## config.mk

```make
export PLATFORM = sky130hd
export DESIGN_NAME = burst_planner
export DESIGN_NICKNAME = d
export VERILOG_FILES = /design/src/rtl/burst_plan_pkg.sv /design/src/rtl/burst_pick.sv /design/src/rtl/fifo_gate.sv /design/src/rtl/burst_planner.sv
export SDC_FILE = /design/constraint.sdc
export NUM_CORES = 1
export LEC_CHECK = 0
export BUFFER_PORTS_ARGS = -buffer_cell sky130_fd_sc_hd__buf_4
export CAP_MARGIN = 20
export CORE_ASPECT_RATIO = 1.75
export CORE_MARGIN = 2
export CORE_UTILIZATION = 52
export CTS_CLUSTER_SIZE = 40
export DETAILED_ROUTE_END_ITERATION = 6
export MAX_ROUTING_LAYER = met4
export PLACE_DENSITY = 0.74
export SLEW_MARGIN = 20
export SYNTH_ARGS = -nofsm -noshare
export SYNTH_HDL_FRONTEND = slang
export SYNTH_SLANG_ARGS = --single-unit
export TNS_END_PERCENT = 1
```

## constraint.sdc

```tcl
create_clock -name clk -period 3.9 [get_ports clk]
set_input_delay 0.78 -clock clk [delete_from_list [all_inputs] [get_ports clk]]
set_output_delay 0.78 -clock clk [all_outputs]
set_load 0.03 [all_outputs]
```

## src/rtl/burst_plan_pkg.sv

```systemverilog
package burst_plan_pkg;

    typedef enum logic [2:0] {
        KIND_SINGLE = 3'd0,
        KIND_INCR   = 3'd1,
        KIND_FIX4   = 3'd2,
        KIND_FIX8   = 3'd3,
        KIND_FIX16  = 3'd4
    } bkind_t;

    typedef enum logic [1:0] {
        ST_IDLE  = 2'd0,
        ST_GATE  = 2'd1,
        ST_ISSUE = 2'd2,
        ST_DONE  = 2'd3
    } pstate_t;

endpackage

```

## src/rtl/burst_pick.sv

```systemverilog
// Chooses the kind and size of the next transaction from the remaining beats.
module burst_pick
    import burst_plan_pkg::*;
#(
    parameter int LEN_W = 12
) (
    input  logic [LEN_W-1:0] rem,
    input  logic [LEN_W-1:0] maxe,
    input  logic             fixed,
    input  logic             pad_ok,
    output bkind_t           kind,
    output logic [LEN_W-1:0] data_beats,
    output logic [1:0]       pad
);
    localparam logic [LEN_W-1:0] N1  = LEN_W'(1);
    localparam logic [LEN_W-1:0] N2  = LEN_W'(2);
    localparam logic [LEN_W-1:0] N4  = LEN_W'(4);
    localparam logic [LEN_W-1:0] N8  = LEN_W'(8);
    localparam logic [LEN_W-1:0] N16 = LEN_W'(16);

    logic [LEN_W-1:0] lim;

    always_comb begin
        lim        = (rem < maxe) ? rem : maxe;
        kind       = KIND_SINGLE;
        data_beats = N1;
        pad        = 2'd0;
        if (fixed) begin
            if (lim >= N16) begin
                kind       = KIND_FIX16;
                data_beats = N16;
            end else if (lim >= N8) begin
                kind       = KIND_FIX8;
                data_beats = N8;
            end else if (lim >= N4) begin
                kind       = KIND_FIX4;
                data_beats = N4;
            end else if (pad_ok && maxe >= N4) begin
                kind       = KIND_FIX4;
                data_beats = rem;
                pad        = 2'(3'd4 - rem[2:0]);
            end
        end else if (lim >= N2) begin
            kind       = KIND_INCR;
            data_beats = lim;
        end
    end
endmodule

```

## src/rtl/fifo_gate.sv

```systemverilog
// Decides whether the FIFO can take (transmit) or supply (receive) the next burst.
module fifo_gate #(
    parameter int LEN_W = 12,
    parameter int LVL_W = 8
) (
    input  logic             rx,
    input  logic             desc,
    input  logic [LVL_W-1:0] level,
    input  logic             eof,
    input  logic [LEN_W-1:0] rem,
    input  logic [LEN_W-1:0] maxe,
    output logic             ready
);
    logic [LEN_W-1:0] lvl_x;
    logic [LEN_W-1:0] need;

    always_comb begin
        lvl_x = LEN_W'(level);
        need  = (rem < maxe) ? rem : maxe;
        if (desc) begin
            ready = 1'b1;
        end else if (rx) begin
            ready = (lvl_x >= maxe) || (eof && (lvl_x >= rem));
        end else begin
            ready = (lvl_x >= need);
        end
    end
endmodule

```

## src/rtl/burst_planner.sv

```systemverilog
module burst_planner
    import burst_plan_pkg::*;
#(
    parameter int ADDR_W     = 32,
    parameter int LEN_W      = 12,
    parameter int MAXB_W     = 6,
    parameter int LVL_W      = 8,
    parameter int BEAT_BYTES = 4
) (
    input  logic              clk,
    input  logic              rst_n,
    input  logic              start,
    input  logic [ADDR_W-1:0] req_addr,
    input  logic [LEN_W-1:0]  req_len,
    input  logic              req_rx,
    input  logic              req_desc,
    input  logic              fixed_burst,
    input  logic [MAXB_W-1:0] max_burst,
    input  logic [LVL_W-1:0]  fifo_level,
    input  logic              fifo_eof,
    output logic              txn_valid,
    output logic [ADDR_W-1:0] txn_addr,
    output logic [2:0]        txn_kind,
    output logic [LEN_W-1:0]  txn_beats,
    output logic [1:0]        txn_pad,
    output logic              busy,
    output logic              done
);
    localparam int BEAT_SHIFT = $clog2(BEAT_BYTES);

    pstate_t          state_q, state_d;
    logic [LEN_W-1:0] rem_q;
    logic [ADDR_W-1:0] addr_q;
    logic             rx_q, desc_q, fixed_q;
    logic [LEN_W-1:0] maxe_q;

    bkind_t           pick_kind;
    logic [LEN_W-1:0] pick_data;
    logic [1:0]       pick_pad;
    logic             gate_ok;

    logic [ADDR_W-1:0] addr_r;
    bkind_t            kind_r;
    logic [LEN_W-1:0]  beats_r;
    logic [1:0]        pad_r;

    burst_pick #(.LEN_W(LEN_W)) pick_i (
        .rem        (rem_q),
        .maxe       (maxe_q),
        .fixed      (fixed_q),
        .pad_ok     (rx_q && !desc_q),
        .kind       (pick_kind),
        .data_beats (pick_data),
        .pad        (pick_pad)
    );

    fifo_gate #(.LEN_W(LEN_W), .LVL_W(LVL_W)) gate_i (
        .rx    (rx_q),
        .desc  (desc_q),
        .level (fifo_level),
        .eof   (fifo_eof),
        .rem   (rem_q),
        .maxe  (maxe_q),
        .ready (gate_ok)
    );

    // State register
    always_ff @(posedge clk or negedge rst_n) begin
        if (!rst_n) state_q <= ST_IDLE;
        else        state_q <= state_d;
    end

    // Transitions
    always_comb begin
        state_d = state_q;
        unique case (state_q)
            ST_IDLE:  if (start) state_d = (req_len == '0) ? ST_DONE : ST_GATE;
            ST_GATE:  if (gate_ok) state_d = ST_ISSUE;
            ST_ISSUE: state_d = (rem_q == '0) ? ST_DONE : ST_GATE;
            ST_DONE:  state_d = ST_IDLE;
            default:  state_d = ST_IDLE;
        endcase
    end

    // Request bookkeeping and transaction fields
    always_ff @(posedge clk or negedge rst_n) begin
        if (!rst_n) begin
            rem_q   <= '0;
            addr_q  <= '0;
            rx_q    <= 1'b0;
            desc_q  <= 1'b0;
            fixed_q <= 1'b0;
            maxe_q  <= LEN_W'(1);
            addr_r  <= '0;
            kind_r  <= KIND_SINGLE;
            beats_r <= '0;
            pad_r   <= 2'd0;
        end else begin
            unique case (state_q)
                ST_IDLE: if (start) begin
                    rem_q   <= req_len;
                    addr_q  <= req_addr;
                    rx_q    <= req_rx;
                    desc_q  <= req_desc;
                    fixed_q <= fixed_burst;
                    maxe_q  <= (max_burst == '0) ? LEN_W'(1) : LEN_W'(max_burst);
                end
                ST_GATE: if (gate_ok) begin
                    addr_r  <= addr_q;
                    kind_r  <= pick_kind;
                    beats_r <= pick_data + LEN_W'(pick_pad);
                    pad_r   <= pick_pad;
                    rem_q   <= rem_q - pick_data;
                    addr_q  <= addr_q + (ADDR_W'(pick_data) << BEAT_SHIFT);
                end
                default: ;
            endcase
        end
    end

    // Moore outputs
    always_comb begin
        txn_valid = (state_q == ST_ISSUE);
        busy      = (state_q != ST_IDLE);
        done      = (state_q == ST_DONE);
        txn_addr  = addr_r;
        txn_kind  = kind_r;
        txn_beats = beats_r;
        txn_pad   = pad_r;
    end
endmodule

```

==> impl_metrics.yaml <==
cts:
  cts_sinks: 104
  clkTransAtPathRegs_ns: 0.08
  postCtsHoldBufs: 0
  clk_latency_ns: 0.36
  cts_max_path_buffers: 2
  root_buffer: "clkbuf_16"
  cts_tree: "yes"
  h-tree-depth: 3
  numCtsBuffers: 9
flow_run:
  cap_violations: 0
pwr:
  swShare_pct: 46.9
  cellPowerDensity_mw_per_mm2: 994
  leakagePower_nw: 4.36
  switching_power_mw: 4.38
  ir_drop_uv: 789
  p_clk_share_pct: 9.5
  power_frac_comb_pct: 68.4
  power.internal_mw: 4.96
  p_seq_share_pct: 22.1
global_route:
  grt_max_degree: 67
  grtUsageTotal_pct: 32.9
  antenna_found_initial: 0
  grt_overflow: 0
  grt_pass1_wl_um: 36100
  grt_pass1_vias: 7027
synth:
  synth_seq_area_share_pct: 36.7
  synth_area_mm2: 0.00709
  synth_common_cells: "103 x dfrtp_1, 80 x nand2_1, 59 x mux2_2, 53 x ha_1, 47 x nor2_1"
  ys_types: 70
  synth_top_area_share_pct: 36.4
  synth_largest_area_cell: "dfrtp_1"
  synthTopCellsByArea: "dfrtp_1 36%, mux2_2 9.4%, ha_1 9.4%, nand2_1 4.2%, o21ai_0 3.2%"
  synth_ff_type: "dfrtp_1"
  synth-edff-count: 0
  yosysMostFrequentCell: "dfrtp_1"
  ys_async_sr_fraction_pct: 100
  ys_seq_elements: 104
  avgSynthCellArea_um2: 9.53
  netlist_instances: 744
  yosysWarnings: 0
critical_path:
  critPathLaunchType: "flop"
  cp_max_fo: 3
  worst_ep_required_time_ns: 4.15
  critical_path_class: "flop to flop"
  end_kind: "flop"
  reg2reg_depth: 19
  crit_arrival_ns: 4.09
sta:
  hold_viol_final: 0
  setup_viol: 0
  relSlewSlack_pct: 42.8
  rsz0062_at_grt: "true"
  fmax_ghz: 0.260
  skew_ns: 0.0122
  slew_violations: 0
  fin_ws_ns: 0.0519
  tns_ns: 0
  worst-slew-pin-transition_ns: 0.854
  min_period_ns: 3.85
  period_share_pct: 98.7
final_layout:
  fillers: 1044
  drive_gt1_share_pct: 35.8
  finalNonFillerCells: 1120
  final_net_count: 1063
  regArea_mm2: 0.00260
  n_antenna_cell: 0
  multi_input_area_mm2: 0.00451
  fin_area_mm2: 0.00940
  final_util_pct: 70.2
  area_growth_pct: 32.6
routing:
  post_drt_via_cell_ratio: 6.11
  first_pass_iters: 5
  routed_wirelength_um: 23600
  drtAntennaViolNets: 0
  drt-initial-drc-count: 386
  wl_per_cell_um: 21.1
  vias: 6842
  drcViolationCount: 0
placement:
  placedCellCount: 1091
  dp_slack_ns: -0.211
  placed_cell_area_mm2: 0.00870
  place.gp.congestion: 0.966
  dpl.hpwl_um: 17100
  port_buffers: 116
hold_path:
  holdPathStages: 2
  hp-class: "flop to flop"
floorplan:
  rows: 56
  start_util_pct: 53.0
  ios: 117
  die_y_um: 158
  core_region_area_mm2: 0.0134
  die_w_um: 92.3
  dieArea_mm2: 0.0146
outcome:
  status: "finished clean"
## area by class of cell
class                      instances  share of cell area, %
clock buffer                       9                   2.40
clock inverter                     6                  0.533
inverter                          29                   1.16
multi-input combinational        588                   48.0
sequential                       104                   27.7
tap                              174                   2.32
timing repair buffer             210                   17.9
## kinds of logic (layout without fill, tap and decap cells)
| group | count (synthesis) | count (layout) | synth area share (%) |
|---|---|---|---|
| adder cells (fa/ha/maj) | 56 | 56 | 10.2 |
| AO/OA/AOI/OAI | 196 | 196 | 19.4 |
| XOR/XNOR | 11 | 11 | 1.36 |
| multiplexers | 80 | 80 | 12.3 |
| buffers and inverters | 63 | 254 | 4.06 |
| other | 2 | 13 | 0.106 |
| AND/OR/NAND/NOR | 232 | 232 | 15.8 |
| flip-flops | 104 | 104 | 36.7 |
## final timing paths
| check | startpoint | endpoint | slack [ns] |
|---|---|---|---|
| worst max-delay path | maxe_q[2] | addr_q[10] | 0.05 |
| worst min-delay path | addr_q[0] | addr_q[0] | 0.49 |
| worst max register to register | maxe_q[2] | addr_q[10] | 0.05 |
| worst min register to register | addr_q[0] | addr_q[0] | 0.49 |
| max in group asynchronous | rst_n | txn_addr[3] | 2.60 |
| min in group asynchronous | rst_n | rx_q | 0.52 |
## stage by stage
stage | hold WS (ns) | total power, mW
6_report | 0.487 | 9.34
5_1_grt | 0.501 | 9.94
4_1_cts | 0.493 | 8.87
3_5_place_dp | 0.472 | 7.77
3_3_place_gp | 0.470 | 7.59
2_1_floorplan | 0.440 | 5.68
## critical path, stage by stage, from the launching register on
cell	delay, ns
dfrtp_1	0.38
inv_1	0.11
ha_4	0.22
a21oi_1	0.14
o21ai_1	0.12
a21oi_2	0.20
buf_4	0.15
mux2i_1	0.16
o21ai_1	0.09
a21oi_2	0.24
ha_2	0.24
inv_2	0.05
fa_2	0.41
nor2b_2	0.17
o31a_1	0.24
buf_4	0.16
o211a_4	0.19
o21a_1	0.13
o31ai_2	0.06
mux2_4	0.28
## state kept, by name, indices dropped and copies added (netlist names)
name       count
rem_q         12
state_q        2
txn_pad        2
txn_addr      32
rx_q           1
txn_kind       3
txn_beats     12
addr_q        32
fixed_q        1
maxe_q         6
desc_q         1
## routing by layer
metal / routed length (um) / GRT usage [%]
met3: 1050 / 3.64
met2: 13100 / 61.1
met1: 8110 / 32.9
met4: 1370 / 19.4
met5: 0 / -
## power by group through the flow
stage	clock (mW)	sequential, mW	combinational, mW
6_report	0.887	2.06	6.39
5_1_grt	0.933	2.14	6.87
4_1_cts	0.902	2.05	5.92
3_5_place_dp	0	2.06	5.71
3_3_place_gp	0	2.03	5.55
2_1_floorplan	0	2.38	3.30
## layout by cell type, fill, tap and decap left out, drive strengths merged, types with 8 or more instances in the layout
master  instances
a21o           10
a21oi          32
and2           10
buf           209
clkbuf         10
conb           13
dfrtp         103
ha             53
inv            33
mux2           59
mux2i          21
nand2          80
nand2b          8
nand3          18
nor2           48
nor2b           9
nor3           21
o211ai         16
o21a            9
o21ai          47
o221ai         13
## what timing repair did
item,CTS,global route
pin swaps,9,20
cloned,1,1
setup buffers,7,6
gates resized for setup,16,51
endpoints found under the setup margin,41,78
hold endpoints to repair,0,0
Note: power is estimated with default switching activity, not from simulation.
